<file path="config.mk">
export PLATFORM = sky130hd
export DESIGN_NAME = mmu_perm_check
export DESIGN_NICKNAME = d
export VERILOG_FILES = /design/src/rtl/mmu_perm_pkg.sv /design/src/rtl/mmu_mode_classify.sv /design/src/rtl/mmu_ap_decode.sv /design/src/rtl/mmu_domain_gate.sv /design/src/rtl/mmu_grant_cmp.sv /design/src/rtl/mmu_perm_check.sv
export SDC_FILE = /design/constraint.sdc
export NUM_CORES = 1
export LEC_CHECK = 0
export BUFFER_PORTS_ARGS = -buffer_cell sky130_fd_sc_hd__buf_4
export CAP_MARGIN = 20
export CORE_AREA = 2 2 39 41
export CTS_CLUSTER_DIAMETER = 150
export DETAILED_ROUTE_END_ITERATION = 10
export DIE_AREA = 0 0 41 43
export HOLD_SLACK_MARGIN = 0.12
export RECOVER_POWER = 50
export SETUP_SLACK_MARGIN = 0.3
export SLEW_MARGIN = 5
export SYNTH_ARGS = -nofsm -noshare
export SYNTH_HDL_FRONTEND = slang
export SYNTH_SLANG_ARGS = --single-unit
</file>
<file path="constraint.sdc">
create_clock -name clk -period 2.84 [get_ports clk]
set_clock_uncertainty 0.1 [all_clocks]
set_input_delay 0.284 -clock clk [delete_from_list [all_inputs] [get_ports clk]]
set_output_delay 0.284 -clock clk [all_outputs]
set_load 0.02 [all_outputs]
</file>
<file path="src/rtl/mmu_perm_pkg.sv">
package mmu_perm_pkg;
  localparam int RGT_W = 2;

  typedef enum logic [RGT_W-1:0] {
    RGT_NONE = 2'd0,
    RGT_RO   = 2'd1,
    RGT_RW   = 2'd2
  } rights_e;

  typedef enum logic [1:0] {
    DOM_NOACC   = 2'd0,
    DOM_CLIENT  = 2'd1,
    DOM_RSVD    = 2'd2,
    DOM_MANAGER = 2'd3
  } dom_e;
endpackage

</file>
<file path="src/rtl/mmu_mode_classify.sv">
module mmu_mode_classify #(
  parameter int MODE_W = 5,
  parameter logic [MODE_W-1:0] USER_MODE = 5'h10
) (
  input  logic [MODE_W-1:0] cpu_mode,
  input  logic              force_user,
  output logic              is_user
);
  always_comb begin
    is_user = force_user || (cpu_mode == USER_MODE);
  end
endmodule

</file>
<file path="src/rtl/mmu_ap_decode.sv">
module mmu_ap_decode
  import mmu_perm_pkg::*;
(
  input  logic [1:0] ap_fld,
  input  logic       ctl_sys,
  input  logic       ctl_rom,
  input  logic       is_user,
  output rights_e    ap_rights,
  output logic       ap_unpred
);
  always_comb begin
    ap_rights = RGT_NONE;
    ap_unpred = 1'b0;
    unique case (ap_fld)
      2'd0: begin
        unique case ({ctl_rom, ctl_sys})
          2'b00: ap_rights = RGT_NONE;
          2'b01: ap_rights = is_user ? RGT_NONE : RGT_RO;
          2'b10: ap_rights = RGT_RO;
          default: begin
            ap_rights = RGT_NONE;
            ap_unpred = 1'b1;
          end
        endcase
      end
      2'd1:    ap_rights = is_user ? RGT_NONE : RGT_RW;
      2'd2:    ap_rights = is_user ? RGT_RO : RGT_RW;
      default: ap_rights = RGT_RW;
    endcase
  end
endmodule

</file>
<file path="src/rtl/mmu_domain_gate.sv">
module mmu_domain_gate
  import mmu_perm_pkg::*;
(
  input  logic [1:0] dom_acc,
  input  rights_e    ap_rights,
  input  logic       ap_unpred,
  output rights_e    dom_rights,
  output logic       dom_rsvd
);
  dom_e dom;

  always_comb begin
    dom        = dom_e'(dom_acc);
    dom_rights = RGT_NONE;
    dom_rsvd   = 1'b0;
    unique case (dom)
      DOM_NOACC:   dom_rights = RGT_NONE;
      DOM_CLIENT: begin
        dom_rights = ap_rights;
        dom_rsvd   = ap_unpred;
      end
      DOM_RSVD: begin
        dom_rights = RGT_NONE;
        dom_rsvd   = 1'b1;
      end
      default:     dom_rights = RGT_RW;
    endcase
  end
endmodule

</file>
<file path="src/rtl/mmu_grant_cmp.sv">
module mmu_grant_cmp
  import mmu_perm_pkg::*;
(
  input  rights_e rights_in,
  input  logic    is_write,
  output logic    grant
);
  always_comb begin
    grant = rights_in > {1'b0, is_write};
  end
endmodule

</file>
<file path="src/rtl/mmu_perm_check.sv">
module mmu_perm_check
  import mmu_perm_pkg::*;
#(
  parameter int MODE_W = 5,
  parameter logic [MODE_W-1:0] USER_MODE = 5'h10,
  parameter bit REG_OUT = 1'b1
) (
  input  logic              clk,
  input  logic              rst,
  input  logic [1:0]        dom_acc,
  input  logic [1:0]        ap_fld,
  input  logic              ctl_sys,
  input  logic              ctl_rom,
  input  logic [MODE_W-1:0] cpu_mode,
  input  logic              force_user,
  input  logic              is_write,
  output logic [RGT_W-1:0]  rights,
  output logic              grant,
  output logic              reserved_enc
);
  logic    usr;
  rights_e ap_r;
  logic    ap_u;
  rights_e dom_r;
  logic    dom_x;
  logic    grant_c;

  mmu_mode_classify #(.MODE_W(MODE_W), .USER_MODE(USER_MODE)) u_mode (
    .cpu_mode  (cpu_mode),
    .force_user(force_user),
    .is_user   (usr)
  );

  mmu_ap_decode u_ap (
    .ap_fld   (ap_fld),
    .ctl_sys  (ctl_sys),
    .ctl_rom  (ctl_rom),
    .is_user  (usr),
    .ap_rights(ap_r),
    .ap_unpred(ap_u)
  );

  mmu_domain_gate u_dom (
    .dom_acc   (dom_acc),
    .ap_rights (ap_r),
    .ap_unpred (ap_u),
    .dom_rights(dom_r),
    .dom_rsvd  (dom_x)
  );

  mmu_grant_cmp u_cmp (
    .rights_in(dom_r),
    .is_write (is_write),
    .grant    (grant_c)
  );

  generate
    if (REG_OUT) begin : g_reg
      always_ff @(posedge clk) begin
        if (rst) begin
          rights       <= RGT_NONE;
          grant        <= 1'b0;
          reserved_enc <= 1'b0;
        end else begin
          rights       <= dom_r;
          grant        <= grant_c;
          reserved_enc <= dom_x;
        end
      end
    end else begin : g_comb
      assign rights       = dom_r;
      assign grant        = grant_c;
      assign reserved_enc = dom_x;
    end
  endgenerate
endmodule

</file>
Word-level counts from Yosys, hierarchy flattened
Cells that the tools add are included.
- latch bits: 0
- memories: 0
- bits of input ports: 15
- register bits after elaboration: 4
- memory bits (read-only): 0
- memory bits (writable): 0
- logic and storage cells: 26
- equality and inequality tests: 7
- order comparisons: 1
- div/mod/pow operators: 0
- mux-type cells: 9
- shift operators: 0
- reductions and logical operators: 6
- add/subtract/negate cells: 0
- bitwise gates (word level): 0
- $mul: 0
- operators with widths (kind ; count):
    $pmux W2 S2 ; 2
    $eq A2 B1 Y1 const B ; 3
    $eq A2 B2 Y1 const B ; 3
    $logic_not A2 Y1 ; 3
    $pmux W2 S3 ; 1
    $eq A5 B5 Y1 const B ; 1
    $mux W2 ; 2
    $mux W1 ; 3
    $reduce_or A3 Y1 ; 1
    $gt A2 B1 Y1 ; 1
    $pmux W1 S2 ; 1
    $reduce_or A2 Y1 ; 1
    $logic_or A1 B1 Y1 ; 1

Depth between registers and ports, before layout
Gate-level depths: netlist (run 1).
- depth in word-level cells: 7
- depth in mapped cells: 8
- mapped depth without buffers: 8

Hierarchy
A second synthesis (run 1) with hierarchy kept.
- cell total of the unflattened synthesis: 34
- area, all modules: 322.8 um^2
- modules (own cells, without submodules) (module ; times used ; cells each ; area an instance (um^2)):
    mmu_perm_check ; 1 ; 8 ; 105.1
    mmu_ap_decode ; 1 ; 11 ; 96.3
    mmu_domain_gate ; 1 ; 10 ; 80.1
    mmu_grant_cmp ; 1 ; 3 ; 23.8
    mmu_mode_classify ; 1 ; 2 ; 17.5

Worst setup path after synthesis (run 1)
No wires, ideal clock.
- kind: in2reg
- start: input port dom_acc[1]
- end: register grant
- data arrival time: 1.901 ns
- setup slack: 0.770 ns
- data required time: 2.670 ns
- cell stages on the path: 8
- setup time: 0.070 ns
- path through: inv_1 ha_1 or4bb_1 o22ai_1 mux2i_1 ha_1 or2_2 a21oi_1
- word-level cells in the longest chain between the ends: 4
- RTL lines (item ; line ; text):
    from (decl) ; mmu_perm_check.sv:10 ; input logic [1:0] dom_acc,
    $eq A2 B2 Y1 or $logic_not A2 Y1 (tied branches) ; mmu_domain_gate.sv:16 ; unique case (dom)
    $reduce_or A2 Y1 (no source line) ; - ;
    $pmux W2 S2 * ; mmu_domain_gate.sv:16 ;
    $gt A2 B1 Y1 * ; mmu_grant_cmp.sv:9 ; grant = rights_in > {1'b0, is_write};
    to (signal assigned) ; mmu_perm_check.sv:66 ; grant <= grant_c;
    to (decl) ; mmu_perm_check.sv:18 ; output logic grant,
Every way passes the cells marked *; elsewhere a longest branch is shown, timed or not.
A chain may end at the register's enable or synchronous reset.

Worst setup path in the final report (run 1)
Same ends and word-level chain as after synthesis.

==> impl_metrics.py, run 1 <==
metrics = {
    "job": {
        "maxCapViolations": 0,
    },
    "power": {
        "peakVddDrop_mv": 0.0790,
        "leakagePower_uw": 0.000242,
        "p_per_area_mw_per_mm2": 359,
    },
    "clocking": {
        "cts_resized": 0,
        "clk_root_buffer_cell": "clkbuf_4",
        "clkTransAtPathRegs_ps": 40,
        "cts_buffer_depth": 2,
        "clock-sinks": 4,
        "cts_tree": "built",
        "cts_buffers": 3,
        "cts-htree-levels": 1,
    },
    "route": {
        "antenna_left": 0,
        "num_vias": 305,
        "wl_per_cell_um": 8.05,
        "route.met3.wl_um": 47,
        "top_layer": "met3",
        "met2_length_um": 285,
        "drtIter0Drc": 2,
        "first_pass_iters": 2,
        "vias_per_cell": 4.07,
        "drc": 0,
        "m1WireLength_um": 271,
        "wl_um": 604,
    },
    "synth": {
        "netlist_area_um2": 313,
        "synth_cell_types": 16,
        "yosys.area_share.adder_pct": 28.0,
        "yosys.area.top_type": "ha_1",
        "ys_warn_count": 0,
        "syn_area_per_cell_um2": 8.45,
        "synth_top_family_by_area": "adder cells",
        "synth_seq_cells": 4,
        "synth_simple_gate_area_share_pct": 27.2,
        "synth_top_area_share_pct": 28.0,
        "ys_seq_area_share_pct": 25.6,
        "synth_xor_area_share_pct": 0,
        "synth.area.mux_share_pct": 3.20,
        "synth_compound_area_share_pct": 11.2,
        "synthTopCellsByArea": "ha_1, dfxtp_1, o22ai_1",
        "syn_inst": 37,
        "synth_nets": 59,
    },
    "floorplanning": {
        "dieArea_mm2": 0.00176,
        "start_util_pct": 22.6,
        "rows": 14,
        "die_w_um": 41,
        "core_area_mm2": 0.00138,
        "io_pins": 19,
        "die_h_um": 43,
    },
    "cells_and_area": {
        "fillers": 160,
        "utilization_pct": 35.4,
        "syn2layout_area_growth_pct": 56.4,
        "num_antenna_cells": 0,
        "layout-drive-gt1-share_pct": 32.2,
        "nets": 83,
        "finalNonFillerCells": 75,
    },
    "placed_design": {
        "gp_congestion": 0.603,
        "numPortBuffers": 18,
        "dpl.cell_count": 71,
        "dp_hpwl_um": 521,
    },
    "min_path": {
        "min_from": "is_write",
        "hold_class": "in2reg",
        "hold_depth": 4,
        "min_to": "grant",
    },
    "setup_path": {
        "critPathKind": "in2reg",
        "end_kind": "flip-flop",
        "path_max_fanout": 7,
        "crit_required_ps": 2910,
        "critPathLaunchType": "input port",
        "arrival_ps": 2130,
    },
    "timing": {
        "finalMaxSlewViolations": 0,
        "fmax_mhz": 485,
        "rsz0062_at_grt": "false",
        "worstMarginPinSlew_ps": 250,
        "period_share_pct": 72.5,
        "finalHoldViolations": 0,
        "period_needed_ps": 2060,
        "setup_viol": 0,
        "max-slew-margin-rel_pct": 83.4,
        "setup-tns-final_ps": 0,
    },
    "global_route": {
        "antenna_found_initial": 0,
        "grt_first_pass_wirelength_um": 1080,
        "grt_pass1_vias": 289,
        "grt_overflow": 0,
        "grt_start_max_net_pins": 8,
        "track_usage_pct": 9.54,
    },
    "outcome": {
        "status": "completed",
    },
}
==> synth_stat cells <==
cell,count
mux2i_1,1
ha_1,7
o22ai_1,3
dfxtp_1,4
a21oi_1,2
a31oi_1,1
or3b_1,1
nand2b_1,1
or2_2,1
nor2_1,4
inv_1,4
nand2_1,3
nor2b_1,1
nor3_1,1
nor3b_1,2
or4bb_1,1
==> cell families after synthesis <==
| family | after synthesis |
|---|---|
| and+or+nand+nor | 15 |
| adders and majority gates | 7 |
| AOI/OAI and AO/OA | 6 |
| buffers and inverters | 4 |
| DFF | 4 |
| muxes | 1 |
==> metrics by stage <==
| step | hold slack, ps | instance area, um2 | power (uW) | setup WS, ps |
|---|---|---|---|---|
| 2_1_floorplan | 253 | 313 | 82.7 | 770 |
| 3_3_place_gp | 376 | 468 | 108 | 577 |
| 3_5_place_dp | 378 | 468 | 109 | 530 |
| 4_1_cts | 124 | 490 | 182 | 781 |
| 5_1_grt | 326 | 489 | 194 | 710 |
| 6_report | 330 | 489 | 176 | 780 |
==> power breakdown <==
group | switching (uW) | leakage, uW | internal [uW]
logic | 20.5 | 0.000195 | 24.8
clock network | 22.8 | 0.0000138 | 47.2
registers | 0.675 | 0.0000329 | 59.7
total | 43.9 | 0.000242 | 132
==> what timing repair did <==
action	4_1_cts	5_1_grt
hold buffers	0	1
buffers inserted	0	0
endpoints found under the hold margin	0	1
==> routing by layer <==
| layer | vias to the layer above | GRT usage, % |
|---|---|---|
| met5 | - | 0 |
| met4 | 0 | 8.00 |
| met3 | 0 | 4.71 |
| met2 | 10 | 12.5 |
| met1 | 123 | 10.9 |
| li1 | 172 | - |
==> worst max path at each step <==
stage	end	slack (ps)	cells after the start	startpoint
after floorplan	grant	770	8	dom_acc[1]
after global placement	grant	580	9	dom_acc[1]
after detailed placement	grant	530	9	dom_acc[1]
after CTS	grant	780	9	dom_acc[1]
after global routing	grant	710	9	dom_acc[1]
final	grant	780	9	dom_acc[1]
==> cells in the final DEF (no fill, tap or decap), drive strengths merged <==
master,n
mux2i,1
buf,14
or4bb,1
or3b,1
dfxtp,4
nor2,4
nor2b,1
a21oi,2
ha,7
o22ai,3
nor3b,2
nand2b,1
a31oi,1
inv,4
nand2,3
clkbuf,7
dlygate4sd3,1
nor3,1
or2,1
==> sequential cells by signal, summed over array words and instances (netlist names) <==
register	flops
rights	2
grant	1
reserved_enc	1
==> area by class of cell <==
type / instances / area (um2) / area share, %
inverter: 4 / 15.0 / 3.07
timing repair buffer: 19 / 134 / 27.4
tap: 16 / 20.0 / 4.09
multi-input combinational: 29 / 218 / 44.5
sequential: 4 / 80.1 / 16.4
clock buffer: 3 / 22.5 / 4.60
==> worst max-delay path, cell delays in order <==
cell and delay (ps):
clkbuf_4 110, inv_1 70, ha_1 240, or4bb_1 500
o22ai_1 130, mux2i_1 110, ha_1 270, or2_2 270
a21oi_1 130
Note: power is estimated with default switching activity, not from simulation.
==> inputs of run 2 (changes only) <==
==> constraint.sdc (replaced) <==
create_clock -name clk -period 2 [get_ports clk]
set_clock_uncertainty 0.1 [all_clocks]
set_input_delay 0.2 -clock clk [delete_from_list [all_inputs] [get_ports clk]]
set_output_delay 0.2 -clock clk [all_outputs]
set_load 0.02 [all_outputs]
==> impl_metrics.py, run 2 (synthesis results as in run 1) <==
metrics = {
    "setup_path": {
        "critPathKind": "in2reg",
        "arrival_ps": 1840,
        "end_kind": "flip-flop",
        "slowest_delay_ps": 500,
        "cp_common_cell": "ha_1",
        "critPathLaunchType": "input port",
        "cp_slowest_cell": "or4bb_1",
        "path_max_fanout": 3,
        "crit_required_ps": 2070,
        "crit_chain": "buf_4, inv_1, ha_1, or4bb_1, o22ai_2, mux2i_1, ha_1, or2_4, a21oi_2",
    },
    "global_route": {
        "antenna_found_initial": 0,
        "grt_start_max_net_pins": 6,
        "grt_first_pass_wirelength_um": 910,
        "grt_overflow": 0,
        "grt_pass1_vias": 261,
        "track_usage_pct": 7.70,
    },
    "floorplanning": {
        "core_area_mm2": 0.00138,
        "start_util_pct": 22.6,
        "rows": 14,
        "io_pins": 19,
        "die_w_um": 41,
        "dieArea_mm2": 0.00176,
        "die_h_um": 43,
    },
    "route": {
        "vias_per_cell": 4.36,
        "first_pass_iters": 2,
        "wl_per_cell_um": 8.46,
        "antenna_left": 0,
        "wl_um": 643,
        "drc": 0,
        "drtIter0Drc": 2,
        "num_vias": 331,
    },
    "cells_and_area": {
        "fillers": 155,
        "syn2layout_area_growth_pct": 66.4,
        "num_antenna_cells": 0,
        "layout-drive-gt1-share_pct": 38.3,
        "finalNonFillerCells": 76,
        "utilization_pct": 37.6,
        "top_regs": "rights: 2 flops, grant: 1 flops, reserved_enc: 1 flops",
        "mostFrequentLayoutCells": "buf_4, ha_1, nor2_1, dfxtp_1, clkbuf_1",
        "multi_input_area_um2": 243,
        "top_register": "rights",
        "nets": 84,
        "largest_reg_flops": 2,
        "final_common_cell": "buf_4",
        "ff_latch_area_um2": 80.1,
    },
    "placed_design": {
        "gp_congestion": 0.738,
        "numPortBuffers": 18,
        "dpl.cell_count": 72,
        "dp_hpwl_um": 512,
    },
    "clocking": {
        "clk_root_buffer_cell": "clkbuf_4",
        "cts_buffers": 3,
        "clkTransAtPathRegs_ps": 40,
        "cts_tree": "built",
        "cts_buffer_depth": 2,
        "cts.repair_timing.setup_buffer_count": 0,
        "clock-sinks": 4,
        "cts-htree-levels": 1,
    },
    "timing": {
        "period_share_pct": 88.6,
        "fmax_mhz": 564,
        "worstMarginPinSlew_ps": 259,
        "max-slew-margin-rel_pct": 82.8,
        "finalHoldViolations": 0,
        "setup_viol": 0,
        "fin_hold_ws_ps": 245,
        "rsz0062_at_grt": "true",
        "period_needed_ps": 1770,
        "finalMaxSlewViolations": 0,
    },
    "power": {
        "p_per_area_mw_per_mm2": 487,
        "switching_share_pct": 24.8,
        "power.switching_uw": 62.7,
        "clkPwrFrac_pct": 38.0,
        "total_power_uw": 253,
        "peakVddDrop_mv": 0.105,
        "power.share.sequential_pct": 33.9,
        "leakagePower_uw": 0.000244,
        "p_int_uw": 191,
        "power_frac_comb_pct": 28.1,
    },
    "job": {
        "maxCapViolations": 0,
    },
    "min_path": {
        "hold_class": "in2reg",
    },
    "outcome": {
        "status": "completed",
    },
}
==> run 2: cell type report <==
cell class                 instances  share of cell area (%)
sequential                         4                    15.4
clock buffer                       3                    4.33
timing repair buffer              20                    26.4
inverter                           4                    3.37
tap                               16                    3.85
multi-input combinational         29                    46.6
==> run 2: stage by stage <==
stage / setup slack [ps] / setup TNS, ps / area [um2]
after global placement: 26.8 / 0 / 497
after global routing: 164 / 0 / 520
after CTS: 239 / 0 / 529
final: 228 / 0 / 520
after floorplan: 216 / 0 / 334
after detailed placement: -5.10 / -5.10 / 497
==> run 2: path summary, 6_finish.rpt <==
path              slack (ps)  cells after the start     to     start
hold / removal           250                      4  grant  is_write
setup / recovery         230                      9  grant   ctl_rom
==> run 2: critical path, delay by kind of cell <==
kind | cells | cell delay [ps]
compound gates | 2 | 210
fa+ha+maj | 2 | 420
buf+inv | 2 | 170
mux | 1 | 110
simple gates | 2 | 730
==> run 2: what timing repair did <==
action / CTS / global route
hold buffers: 1 / 0
pin swaps: 0 / 0
setup endpoints to repair: 1 / 1
resized for setup: 0 / 1
cloned: 0 / 0
hold endpoints to repair: 4 / 0
==> run 2: layer usage <==
layer / part of all wire, % / vias up / routed length (um) / global-route usage [%]
li1: - / 175 / - / -
met1: 41 / 146 / 266 / 8.25
met2: 50 / 10 / 323 / 11.3
met3: 8.1 / 0 / 52 / 3.14
met4: 0 / 0 / 0 / 6.00
met5: 0 / - / 0 / 0
==> run 2: power by group through the flow <==
stage,Sequential (uW),Clock (uW),Combinational [uW]
5_1_grt,86.4,107,80.1
2_1_floorplan,93.2,0,28.7
4_1_cts,86.0,103,75.0
3_5_place_dp,87.1,0,73.2
3_3_place_gp,87.0,0,72.7
6_report,85.8,96.2,71.3
==> inputs of run 3 (changes only) <==
--- a/config.mk
+++ b/config.mk
@@ -7,11 +7,14 @@
 export LEC_CHECK = 0
 export BUFFER_PORTS_ARGS = -buffer_cell sky130_fd_sc_hd__buf_4
 export CAP_MARGIN = 20
+export CELL_PAD_IN_SITES_DETAIL_PLACEMENT = 1
+export CELL_PAD_IN_SITES_GLOBAL_PLACEMENT = 1
 export CORE_AREA = 2 2 39 41
 export CTS_CLUSTER_DIAMETER = 150
 export DETAILED_ROUTE_END_ITERATION = 10
 export DIE_AREA = 0 0 41 43
 export HOLD_SLACK_MARGIN = 0.12
+export PLACE_DENSITY_LB_ADDON = 0.1
 export RECOVER_POWER = 50
 export SETUP_SLACK_MARGIN = 0.3
 export SLEW_MARGIN = 5
==> impl_metrics.py, run 3 (synthesis results as in run 1) <==
metrics = {
    "route": {
        "num_vias": 343,
        "wl_um": 800,
        "m1WireLength_um": 284,
        "antenna_left": 0,
        "vias_per_cell": 4.45,
        "wl_per_cell_um": 10.4,
        "route.met3.wl_um": 58,
        "drc": 0,
        "met2_length_um": 458,
        "top_layer": "met3",
        "drtIter0Drc": 3,
        "first_pass_iters": 3,
    },
    "outcome": {
        "status": "completed",
    },
    "setup_path": {
        "crit_family": "simple AND/OR/NAND/NOR gates",
        "path_max_fanout": 3,
        "crit_required_ps": 2070,
        "critPathLaunchType": "input port",
        "end_kind": "flip-flop",
        "cp_slowest_cell": "or4bb_1",
        "crit_buf_inv": 2,
        "slowest_delay_ps": 480,
        "arrival_ps": 1820,
        "crit_chain": "buf_8, inv_4, ha_4, or4bb_1, o22ai_2, mux2i_2, ha_1, or2_4, a21oi_2",
        "critPathKind": "in2reg",
    },
    "clocking": {
        "clock-sinks": 4,
        "cts_buffers": 3,
        "clkTransAtPathRegs_ps": 40,
        "cts_tree": "built",
        "cts-htree-levels": 1,
        "cts_buffer_depth": 2,
        "clk_root_buffer_cell": "clkbuf_4",
    },
    "timing": {
        "period_needed_ps": 1760,
        "setup_viol": 0,
        "worstMarginPinSlew_ps": 281,
        "setup-tns-final_ps": 0,
        "fmax_mhz": 569,
        "finalMaxSlewViolations": 0,
        "setup_ws_ps": 244,
        "period_share_pct": 87.8,
        "finalHoldViolations": 0,
        "max-slew-margin-rel_pct": 81.3,
        "rsz0062_at_grt": "true",
    },
    "power": {
        "leakagePower_uw": 0.000249,
        "total_power_uw": 259,
        "p_per_area_mw_per_mm2": 480,
        "peakVddDrop_mv": 0.156,
    },
    "cells_and_area": {
        "fillers": 176,
        "top_regs": "rights: 2 flops, grant: 1 flops, reserved_enc: 1 flops",
        "top_register": "rights",
        "syn2layout_area_growth_pct": 72.4,
        "mostFrequentLayoutCells": "buf_4, ha_1, nor2_1, dfxtp_1, clkbuf_1",
        "nets": 85,
        "layout-drive-gt1-share_pct": 41.0,
        "largest_reg_flops": 2,
        "final_cell_area_um2": 539,
        "num_antenna_cells": 0,
        "final_common_cell": "buf_4",
    },
    "floorplanning": {
        "dieArea_mm2": 0.00176,
        "core_area_mm2": 0.00138,
        "rows": 14,
        "io_pins": 19,
        "start_util_pct": 22.6,
        "die_w_um": 41,
        "die_h_um": 43,
    },
    "placed_design": {
        "dpl_cell_area_um2": 497,
        "gp_congestion": 0.668,
        "dp_hpwl_um": 692,
        "pre_cts_slack_ps": -19.2,
        "numPortBuffers": 18,
    },
    "min_path": {
        "hold_class": "in2reg",
    },
    "global_route": {
        "grt_start_max_net_pins": 6,
        "track_usage_pct": 10.7,
        "grt_first_pass_wirelength_um": 1280,
        "grt_overflow": 0,
        "antenna_found_initial": 0,
        "grt_pass1_vias": 346,
    },
    "job": {
        "maxCapViolations": 0,
    },
}
## run 3: cell count changes in the layout (fill, tap and decap cells not counted)
cell,change
buf_8,+1
mux2i_1,-1
mux2i_2,+1
## run 3: worst paths after layout
check	from	endpoint	slack [ps]	cells after the start
worst min-delay path	is_write	grant	250	4
worst max-delay path	dom_acc[1]	grant	240	9
## run 3: final cells by class
class	instances	area [um2]	area share [%]
sequential	4	80.1	14.8
tap	16	20.0	3.71
timing repair buffer	21	153	28.3
clock buffer	3	22.5	4.18
multi-input combinational	29	246	45.7
inverter	4	17.5	3.25
## run 3: worst min-delay path: stages
cell	delay, ps
buf_4	80
ha_1	110
or2_4	110
a21oi_2	40
## run 3: through the flow
step	hold WS (ps)	utilization, %	instances
after floorplan	162	-	37
after global placement	288	35.9	72
after detailed placement	292	35.9	72
after CTS	241	38.8	77
after global routing	269	39.0	77
final	246	39.0	77
## run 3: report_power, final
group	leakage [uW]	internal, uW	switching, uW	total, uW
registers	0.0000329	84.9	1.09	86.0
logic	0.000202	41.4	34.3	75.7
clock network	0.0000138	66.9	30.0	97.0
## run 3: per-layer routing
metal	global-route usage [%]	vias to the layer above
met4	4.00	0
li1	-	175
met1	9.27	157
met5	0	-
met3	4.71	0
met2	19.7	11
## run 3: repair_timing
item,CTS,global route
hold buffers,1,0
gates resized for setup,0,4
setup endpoints to repair,1,1
pin swaps,2,6
hold endpoints to repair,4,0
setup buffers,1,0
